**src/rtl/segres_pkg.sv**
```systemverilog
package segres_pkg;

    localparam int NSEG   = 6;
    localparam int SEG_ES = 0;
    localparam int SEG_CS = 1;
    localparam int SEG_SS = 2;
    localparam int SEG_DS = 3;
    localparam int SEG_FS = 4;
    localparam int SEG_GS = 5;

    typedef enum logic [1:0] {
        ST_CLEAN  = 2'd0,
        ST_SINGLE = 2'd1,
        ST_MULTI  = 2'd2,
        ST_HALT   = 2'd3
    } mode_st_t;

    function automatic int unsigned bit_count(input logic [NSEG-1:0] v);
        int unsigned n;
        n = 0;
        for (int i = 0; i < NSEG; i++) begin
            n = n + int'(v[i]);
        end
        return n;
    endfunction

endpackage

```
**src/rtl/seg_mode_fsm.sv**
```systemverilog
module seg_mode_fsm
    import segres_pkg::*;
#(
    parameter int N = NSEG
) (
    input  logic         clk,
    input  logic         rst_n,
    input  logic [N-1:0] strobe_i,
    input  logic         stk_set_i,
    input  logic         end_i,
    input  logic         fault_i,
    output logic [N-1:0] ovr_o,
    output logic         stk_o,
    output logic         multi_o,
    output logic         halt_o
);

    mode_st_t     st_q, st_d;
    logic [N-1:0] ovr_q, ovr_d;
    logic         stk_q, stk_d;
    logic [N-1:0] base_ovr;

    // Next-state process
    always_comb begin
        st_d     = st_q;
        ovr_d    = ovr_q;
        stk_d    = stk_q;
        base_ovr = end_i ? '0 : ovr_q;
        unique case (st_q)
            ST_CLEAN, ST_SINGLE, ST_MULTI: begin
                if (fault_i) begin
                    st_d = ST_HALT;                      // FAULT
                end else begin
                    ovr_d = base_ovr | strobe_i;         // ADD / CLEAR
                    stk_d = end_i ? 1'b0 : (stk_q | stk_set_i);
                    if (bit_count(ovr_d) == 0) begin
                        st_d = ST_CLEAN;
                    end else if (bit_count(ovr_d) == 1) begin
                        st_d = ST_SINGLE;
                    end else begin
                        st_d = ST_MULTI;
                    end
                end
            end
            ST_HALT: begin
                st_d = ST_HALT;                          // HOLD
            end
            default: st_d = ST_HALT;
        endcase
    end

    // State register
    always_ff @(posedge clk or negedge rst_n) begin
        if (!rst_n) begin
            st_q  <= ST_CLEAN;
            ovr_q <= '0;
            stk_q <= 1'b0;
        end else begin
            st_q  <= st_d;
            ovr_q <= ovr_d;
            stk_q <= stk_d;
        end
    end

    // Output process
    always_comb begin
        ovr_o   = ovr_q;
        stk_o   = stk_q;
        multi_o = 1'b0;
        halt_o  = 1'b0;
        unique case (st_q)
            ST_CLEAN:  ;
            ST_SINGLE: ;
            ST_MULTI:  multi_o = 1'b1;
            ST_HALT: begin
                multi_o = 1'b1;
                halt_o  = 1'b1;
            end
            default: halt_o = 1'b1;
        endcase
    end

endmodule

```
**src/rtl/seg_select_mux.sv**
```systemverilog
module seg_select_mux
    import segres_pkg::*;
#(
    parameter int N     = NSEG,
    parameter int SEG_W = 16
) (
    input  logic [N-1:0][SEG_W-1:0] bank_i,
    input  logic [N-1:0]            ovr_i,
    input  logic                    stk_i,
    input  logic                    multi_i,
    input  logic                    abs_i,
    input  logic [SEG_W-1:0]        abs_seg_i,
    output logic [SEG_W-1:0]        sel_o
);

    logic [N-1:0][SEG_W-1:0] gated;
    logic [SEG_W-1:0]        ovr_val;
    logic                    any_ovr;

    genvar g;
    generate
        for (g = 0; g < N; g++) begin : g_gate
            assign gated[g] = ovr_i[g] ? bank_i[g] : '0;
        end
    endgenerate

    always_comb begin
        ovr_val = '0;
        for (int i = 0; i < N; i++) begin
            ovr_val = ovr_val | gated[i];
        end
        any_ovr = |ovr_i;
    end

    always_comb begin
        if (abs_i) begin
            sel_o = abs_seg_i;
        end else if (multi_i) begin
            sel_o = '0;
        end else if (any_ovr) begin
            sel_o = ovr_val;
        end else if (stk_i) begin
            sel_o = bank_i[SEG_SS];
        end else begin
            sel_o = bank_i[SEG_DS];
        end
    end

endmodule

```
**src/rtl/seg_addr_calc.sv**
```systemverilog
module seg_addr_calc #(
    parameter int SEG_W = 16,
    parameter int OFF_W = 16,
    parameter int SHIFT = 4,
    localparam int SUM_W = ((SEG_W + SHIFT) > OFF_W) ? (SEG_W + SHIFT) : OFF_W,
    localparam int PA_W  = SUM_W + 1
) (
    input  logic [SEG_W-1:0] seg_i,
    input  logic [OFF_W-1:0] off_i,
    output logic [PA_W-1:0]  pa_o
);

    logic [PA_W-1:0] base_ext;
    logic [PA_W-1:0] off_ext;

    always_comb begin
        base_ext = PA_W'({seg_i, {SHIFT{1'b0}}});
        off_ext  = PA_W'(off_i);
        pa_o     = base_ext + off_ext;
    end

endmodule

```
**src/rtl/seg_resolver.sv**
```systemverilog
module seg_resolver
    import segres_pkg::*;
#(
    parameter int SEG_W = 16,
    parameter int OFF_W = 16,
    parameter int SHIFT = 4,
    localparam int SUM_W = ((SEG_W + SHIFT) > OFF_W) ? (SEG_W + SHIFT) : OFF_W,
    localparam int PA_W  = SUM_W + 1
) (
    input  logic             clk,
    input  logic             rst_n,
    input  logic [NSEG-1:0]  pfx_strobe,
    input  logic             stk_rel_set,
    input  logic             instr_end,
    input  logic [SEG_W-1:0] seg_es,
    input  logic [SEG_W-1:0] seg_cs,
    input  logic [SEG_W-1:0] seg_ss,
    input  logic [SEG_W-1:0] seg_ds,
    input  logic [SEG_W-1:0] seg_fs,
    input  logic [SEG_W-1:0] seg_gs,
    input  logic             acc_valid,
    input  logic             acc_abs,
    input  logic [SEG_W-1:0] abs_seg,
    input  logic [OFF_W-1:0] acc_off,
    output logic [SEG_W-1:0] sel_seg,
    output logic [PA_W-1:0]  phys_addr,
    output logic             addr_err,
    output logic             halt_req
);

    logic [NSEG-1:0][SEG_W-1:0] bank;
    logic [NSEG-1:0]            ovr;
    logic                       stk;
    logic                       multi;
    logic                       fault;

    always_comb begin
        bank[SEG_ES] = seg_es;
        bank[SEG_CS] = seg_cs;
        bank[SEG_SS] = seg_ss;
        bank[SEG_DS] = seg_ds;
        bank[SEG_FS] = seg_fs;
        bank[SEG_GS] = seg_gs;
    end

    assign fault    = acc_valid & ~acc_abs & multi;
    assign addr_err = fault;

    seg_mode_fsm #(.N(NSEG)) u_fsm (
        .clk       (clk),
        .rst_n     (rst_n),
        .strobe_i  (pfx_strobe),
        .stk_set_i (stk_rel_set),
        .end_i     (instr_end),
        .fault_i   (fault),
        .ovr_o     (ovr),
        .stk_o     (stk),
        .multi_o   (multi),
        .halt_o    (halt_req)
    );

    seg_select_mux #(.N(NSEG), .SEG_W(SEG_W)) u_mux (
        .bank_i    (bank),
        .ovr_i     (ovr),
        .stk_i     (stk),
        .multi_i   (multi),
        .abs_i     (acc_abs),
        .abs_seg_i (abs_seg),
        .sel_o     (sel_seg)
    );

    seg_addr_calc #(.SEG_W(SEG_W), .OFF_W(OFF_W), .SHIFT(SHIFT)) u_addr (
        .seg_i (sel_seg),
        .off_i (acc_off),
        .pa_o  (phys_addr)
    );

endmodule

```
**config.mk**
```make
export PLATFORM = sky130hd
export DESIGN_NAME = seg_resolver
export DESIGN_NICKNAME = d
export VERILOG_FILES = /design/src/rtl/segres_pkg.sv /design/src/rtl/seg_mode_fsm.sv /design/src/rtl/seg_select_mux.sv /design/src/rtl/seg_addr_calc.sv /design/src/rtl/seg_resolver.sv
export SDC_FILE = /design/constraint.sdc
export NUM_CORES = 1
export LEC_CHECK = 0
export BUFFER_PORTS_ARGS = -buffer_cell sky130_fd_sc_hd__clkbuf_2
export CORE_ASPECT_RATIO = 1.4
export CORE_UTILIZATION = 40
export CTS_CLUSTER_SIZE = 12
export DETAILED_ROUTE_END_ITERATION = 10
export GPL_ROUTABILITY_DRIVEN = 0
export GPL_TIMING_DRIVEN = 0
export HOLD_SLACK_MARGIN = 0.1
export MAX_ROUTING_LAYER = met4
export PLACE_DENSITY = 0.81
export SETUP_SLACK_MARGIN = 0.3
export SYNTH_ARGS = -nofsm -noshare
export SYNTH_HDL_FRONTEND = slang
export SYNTH_SLANG_ARGS = --single-unit
```
**constraint.sdc**
```tcl
create_clock -name clk -period 4.9 [get_ports clk]
set_input_delay 0.49 -clock clk [delete_from_list [all_inputs] [get_ports clk]]
set_output_delay 0.49 -clock clk [all_outputs]
set_load 0.05 [all_outputs]
```
Yosys cells after proc, flatten, opt, wreduce, memory -nomap -nowiden:

Index checks and enable logic that the tools add are counted.

* bits in registers: 9
* input port bits: 140
* logic and storage cells: 48
* output and inout bits: 39

* mux-type cells: 18
* bitwise gates (word level): 11
* add/sub/neg operators: 6
* reduce and logical (&&, ||, !) cells: 6
* equality and inequality tests: 4

Operators with widths (count)
* 16-bit two-way mux: 10
* 32-bit by 1-bit adder with 32-bit output: 4
* 16-bit bitwise OR: 5
* 32-bit by 1-bit == test with 1-bit output, second input constant: 1
* 32-bit logical NOT: 1
* 20-bit by 16-bit adder with 21-bit output: 1
* 2-bit two-way mux: 3
* 6-bit two-way mux: 1
* 6-bit bitwise OR: 1
* 6-bit OR reduction: 1
* 2-bit == test, second input constant: 2
* 2-bit one-hot mux with 2 select lines: 1
* 1-bit two-way mux: 3
* 3-bit OR reduction: 1
* 1-bit by 1-bit adder with 2-bit output: 1
* 1-bit AND: 2
* 2-bit by 1-bit == test with 1-bit output, second input constant: 1
* 2-bit logical NOT: 1
* 1-bit inverter: 2
* 2-bit AND reduction: 1
* 2-bit OR reduction: 1
* 1-bit bitwise OR: 1

Longest topological paths before layout:

* depth in word-level cells: 12
* depth in mapped cells: 16
* gate-level depth less buffers: 14

Cells and area by module:

A second synthesis with hierarchy kept.

* cells, all modules: 260
* area, all modules: 2183.3 um2

By module, submodules not included
* seg_select_mux: area an instance 1013.5 um2, cells each 135, sequential area each 0.0 um2, times used 1
* seg_addr_calc: area an instance 683.2 um2, cells each 84, sequential area each 0.0 um2, times used 1
* seg_mode_fsm: area an instance 478.0 um2, cells each 40, sequential area each 225.2 um2, times used 1
* seg_resolver: area an instance 8.8 um2, cells each 1, sequential area each 0.0 um2, times used 1

Worst setup path before layout:

Ideal clock, no wire load.

* kind: flip-flop to output port
* start: register u_fsm.ovr_q[3] (netlist: u_fsm.ovr_o[3])
* end: output phys_addr[18]
* stages on the path, launching flop included: 16
* arrival time: 4393 ps
* slack: 17 ps
* buffers on the path: 2
* required time: 4410 ps
* path through: dfrtp_1 buf_6 or4_4 or2_1 clkbuf_1 o21ai_1 a22o_1 ha_1 inv_1 fa_1 nand2b_1 a21oi_1 o21ai_0 nor2_1 o221ai_2 xnor2_1

* cells in the longest elaborated chain, start to end: 8
* elaborated cells between the ends (all ways): 9
* classes of those cells: add/sub: 1; mux: 4; bitwise: 3; reduce/logical: 1

RTL lines
* start, declared: line seg_mode_fsm.sv:19 `logic [N-1:0] ovr_q, ovr_d;`
* start signal, assigned: line seg_mode_fsm.sv:60 `ovr_q <= ovr_d;`
* 16-bit two-way mux: line seg_select_mux.sv:23 `assign gated[g] = ovr_i[g] ? bank_i[g] : '0;`
* 16-bit bitwise OR (3 in a row): line seg_select_mux.sv:30 `ovr_val = ovr_val | gated[i];`
* 16-bit two-way mux *: line seg_select_mux.sv:40 `end else if (any_ovr) begin`
* 16-bit two-way mux *: line seg_select_mux.sv:38 `end else if (multi_i) begin`
* 16-bit two-way mux *: line seg_select_mux.sv:36 `if (abs_i) begin`
* named net sel_seg[0]: line seg_resolver.sv:25 `output logic [SEG_W-1:0] sel_seg,`
* 20-bit by 16-bit adder with 21-bit output *: line seg_addr_calc.sv:19 `pa_o = base_ext + off_ext;`
* end, declared: line seg_resolver.sv:26 `output logic [PA_W-1:0] phys_addr,`

The timed path passes the listed nets; every way through them passes the cells marked *.

Worst setup path after layout:

* start: register u_fsm.ovr_q[2] (netlist: u_fsm.ovr_o[2])
* end: output phys_addr[19]

* cells in the longest elaborated chain, start to end: 9
* elaborated cells between the ends (all ways): 10
* classes of those cells: add/sub: 1; mux: 4; bitwise: 4; reduce/logical: 1

RTL lines (line)
* 16-bit two-way mux: seg_select_mux.sv:23
* 16-bit bitwise OR (4 in a row): seg_select_mux.sv:30
* 16-bit two-way mux *: seg_select_mux.sv:40
* 16-bit two-way mux *: seg_select_mux.sv:38
* 16-bit two-way mux *: seg_select_mux.sv:36
* 20-bit by 16-bit adder with 21-bit output *: seg_addr_calc.sv:19

Every way passes the cells marked *; elsewhere a longest branch is shown, timed or not.

==> metrics.yaml <==
final_layout:
  drive_gt1_share_pct: 48.8
  antennaDiodeCount: 0
  fillers: 510
  final_cells: 525
  fin_nets: 617
  synthToLayoutAreaGrowth_pct: 52.6
timing:
  fmax_mhz: 224
  hold_viol_final: 0
  tns_ns: 0
  setup_viol: 0
  fin_skew_ns: 0.00161
  finalMaxSlewViolations: 0
  worst_slew_margin_rel_pct: 59.9
  worst_slack_ns: 0.426
  rsz0062_at_grt: "false"
  min_period_over_period_pct: 91.3
  worst_pin_slew_ns: 0.602
  fin_crit_ns: 4.47
synthesis:
  synth-xor-area-share_pct: 5.32
  synth.net_count: 436
  synth_compound_area_share_pct: 40.4
  synth_top_area_cell: "a22oi_1"
  avgSynthCellArea_um2: 7.67
  synth_simple_gate_area_share_pct: 15.7
  yosys-top-cells-count: "38 x a22oi_1, 23 x nand2_1, 19 x nor2_1, 16 x a21oi_1, 16 x mux2i_1"
  synth-edff-count: 0
  synth_area_leaders: "a22oi_1 13%, dfrtp_1 11%, ha_1 7.6%"
  synthMuxAreaShare_pct: 9.59
  syn_inst: 279
  synthFlopType: "dfrtp_1"
  synth_adder_area_share_pct: 11.3
  synth_top_area_share_pct: 13.3
  netlist_area_um2: 2140
  synth_seq_cells: 9
  yosysWarnings: 0
  ys_seq_area_share_pct: 10.5
  async_flop_share_pct: 100
  synth_top_family_by_area: "compound AO/OA/AOI/OAI gates"
  synth_cell_types: 49
  yosys.cell_count.top_type: "a22oi_1"
status:
  status: "completed"
clock_network:
  cts_tree: "built"
  path_clk_slew_ns: 0.04
  htreeDepth: 1
  cts_num_sinks: 9
  cts-root-buf: "clkbuf_8"
  cts_buffers: 3
  clk_latency_ns: 0.23
  clockBufferDepth: 2
place:
  place_ws_ns: 0.188
  portBuffers: 174
  hpwlAfterDp_mm: 7.12
  dp_cells: 519
global_route:
  grt-ovfl-total: 0
  grt_pass1_wl_mm: 13.0
  antenna_found_initial: 0
  gr-usage-all-layers_pct: 30.3
  grt_pass1_vias: 2833
  grt_max_degree: 11
drt:
  final_antenna_net_count: 0
  wl_per_cell_um: 16.2
  drtIter0Drc: 144
  dr.pass1.iters: 5
  viasPerCell: 5.78
  routed_wl_mm: 8.50
  drc: 0
  vias: 3035
worst_setup_path:
  startpoint_type: "flip-flop"
  crit_required_ns: 4.41
  crit_type: "reg -> out"
  r2r-start: "u_fsm.ovr_o[0]"
  crit_start: "u_fsm.ovr_o[2]"
  cp.arrival_ns: 3.98
  endpoint_kind: "output pin"
  crit_fanout: 10
  reg2reg_depth: 10
hold_path:
  worstHoldPathType: "in -> async"
floorplanning:
  rows: 31
  start_util_pct: 41.5
  pin_count: 179
  die_x_um: 63.8
  dieArea_um2: 5650
  core-area_um2: 5160
  die_h_um: 88.5
power_and_ir_drop:
  power-per-cell-area_nw_per_um2: 316
  p_leak_nw: 1.70
  finalPower_mw: 1.03
  peakVddDrop_mv: 0.220
flow_run:
  max_cap_viol_count: 0
==> power by group <==
group          internal, mW  leakage, nW  switching, mW  total (mW)
registers             0.102       0.0936        0.00673       0.109
logic                 0.306         1.58          0.530       0.836
clock network        0.0567       0.0228         0.0293      0.0859
total                 0.465         1.70          0.566        1.03
==> layer usage <==
layer | vias to the layer above | wire length (µm) | global-route usage (%)
met5 | - | 0 | -
met4 | 0 | 238 | 9.30
met3 | 27 | 555 | 2.06
met2 | 174 | 4480 | 57.6
met1 | 1409 | 3220 | 33.3
li1 | 1425 | - | -
==> critical path, stage by stage (launching register included) <==
cell      delay [ns]
dfrtp_1         0.35
buf_4           0.17
or4_4           0.55
or2_4           0.27
buf_6           0.15
o21ai_1         0.14
a22o_2          0.17
ha_2            0.31
and2_4          0.19
a221oi_4        0.28
nand2_2         0.10
a2111o_1        0.46
and3_4          0.20
a211oi_4        0.22
buf_8           0.18
==> cells by family after synthesis <==
family,count (synthesis)
AOI/OAI and AO/OA,118
muxes,20
xor gates and xnor gates,13
adders and majority gates,17
and+or+nand+nor,69
buffers and inverters,33
DFF,9
==> stage by stage <==
step | hold WS, ns | cell area [µm²] | util (%)
2_1_floorplan | 0.194 | 2170 | -
3_3_place_gp | 0.349 | 3130 | 60.6
3_5_place_dp | 0.353 | 3130 | 60.6
4_1_cts | 0.103 | 3210 | 62.2
5_1_grt | 0.114 | 3260 | 63.3
6_report | 0.106 | 3260 | 63.3
==> flip-flops by register name, indices dropped and copies added (netlist names) <==
name	count
u_fsm.ovr_o	6
u_fsm.st_q	2
u_fsm.stk_o	1
==> cell usage in the layout (no fill, tap or decap), drive strengths merged, types with 9 or more instances in the layout <==
cell type	n
buf	19
a221oi	12
xnor2	10
ha	13
a21oi	16
a22oi	38
clkbuf	184
mux2i	16
dfrtp	9
nor2	19
a22o	11
nand2	23
o21ai	17
inv	9
==> layout make-up <==
class	instances	area [µm²]	share of cell area [%]
well taps	66	82.6	2.53
clock buffers	4	45.0	1.38
flip-flops and latches	9	225	6.90
inverters	10	37.5	1.15
plain buffers	23	131	4.02
multi-input cells	237	1840	56.3
repair buffers	176	903	27.7
==> path summary, 6_finish.rpt <==
| check | to | slack [ns] |
|---|---|---|
| setup / recovery | phys_addr[19] | 0.43 |
| hold / removal | u_fsm.ovr_o[1] | 0.11 |
| setup reg to reg | u_fsm.st_q[0] | 1.82 |
| hold reg to reg | u_fsm.ovr_o[1] | 0.78 |
| max in group asynchronous | u_fsm.ovr_o[2] | 4.60 |
| min in group clk | u_fsm.stk_o | 0.46 |
==> timing repair <==
action / in CTS / in global routing
buffers inserted: 1 / 1
pin swaps: 3 / 6
gates cloned: 0 / 0
resized for setup: 12 / 26
endpoints found under the setup margin: 6 / 8
hold buffers: 0 / 0
No activity file was read; power rests on OpenSTA's default activity.
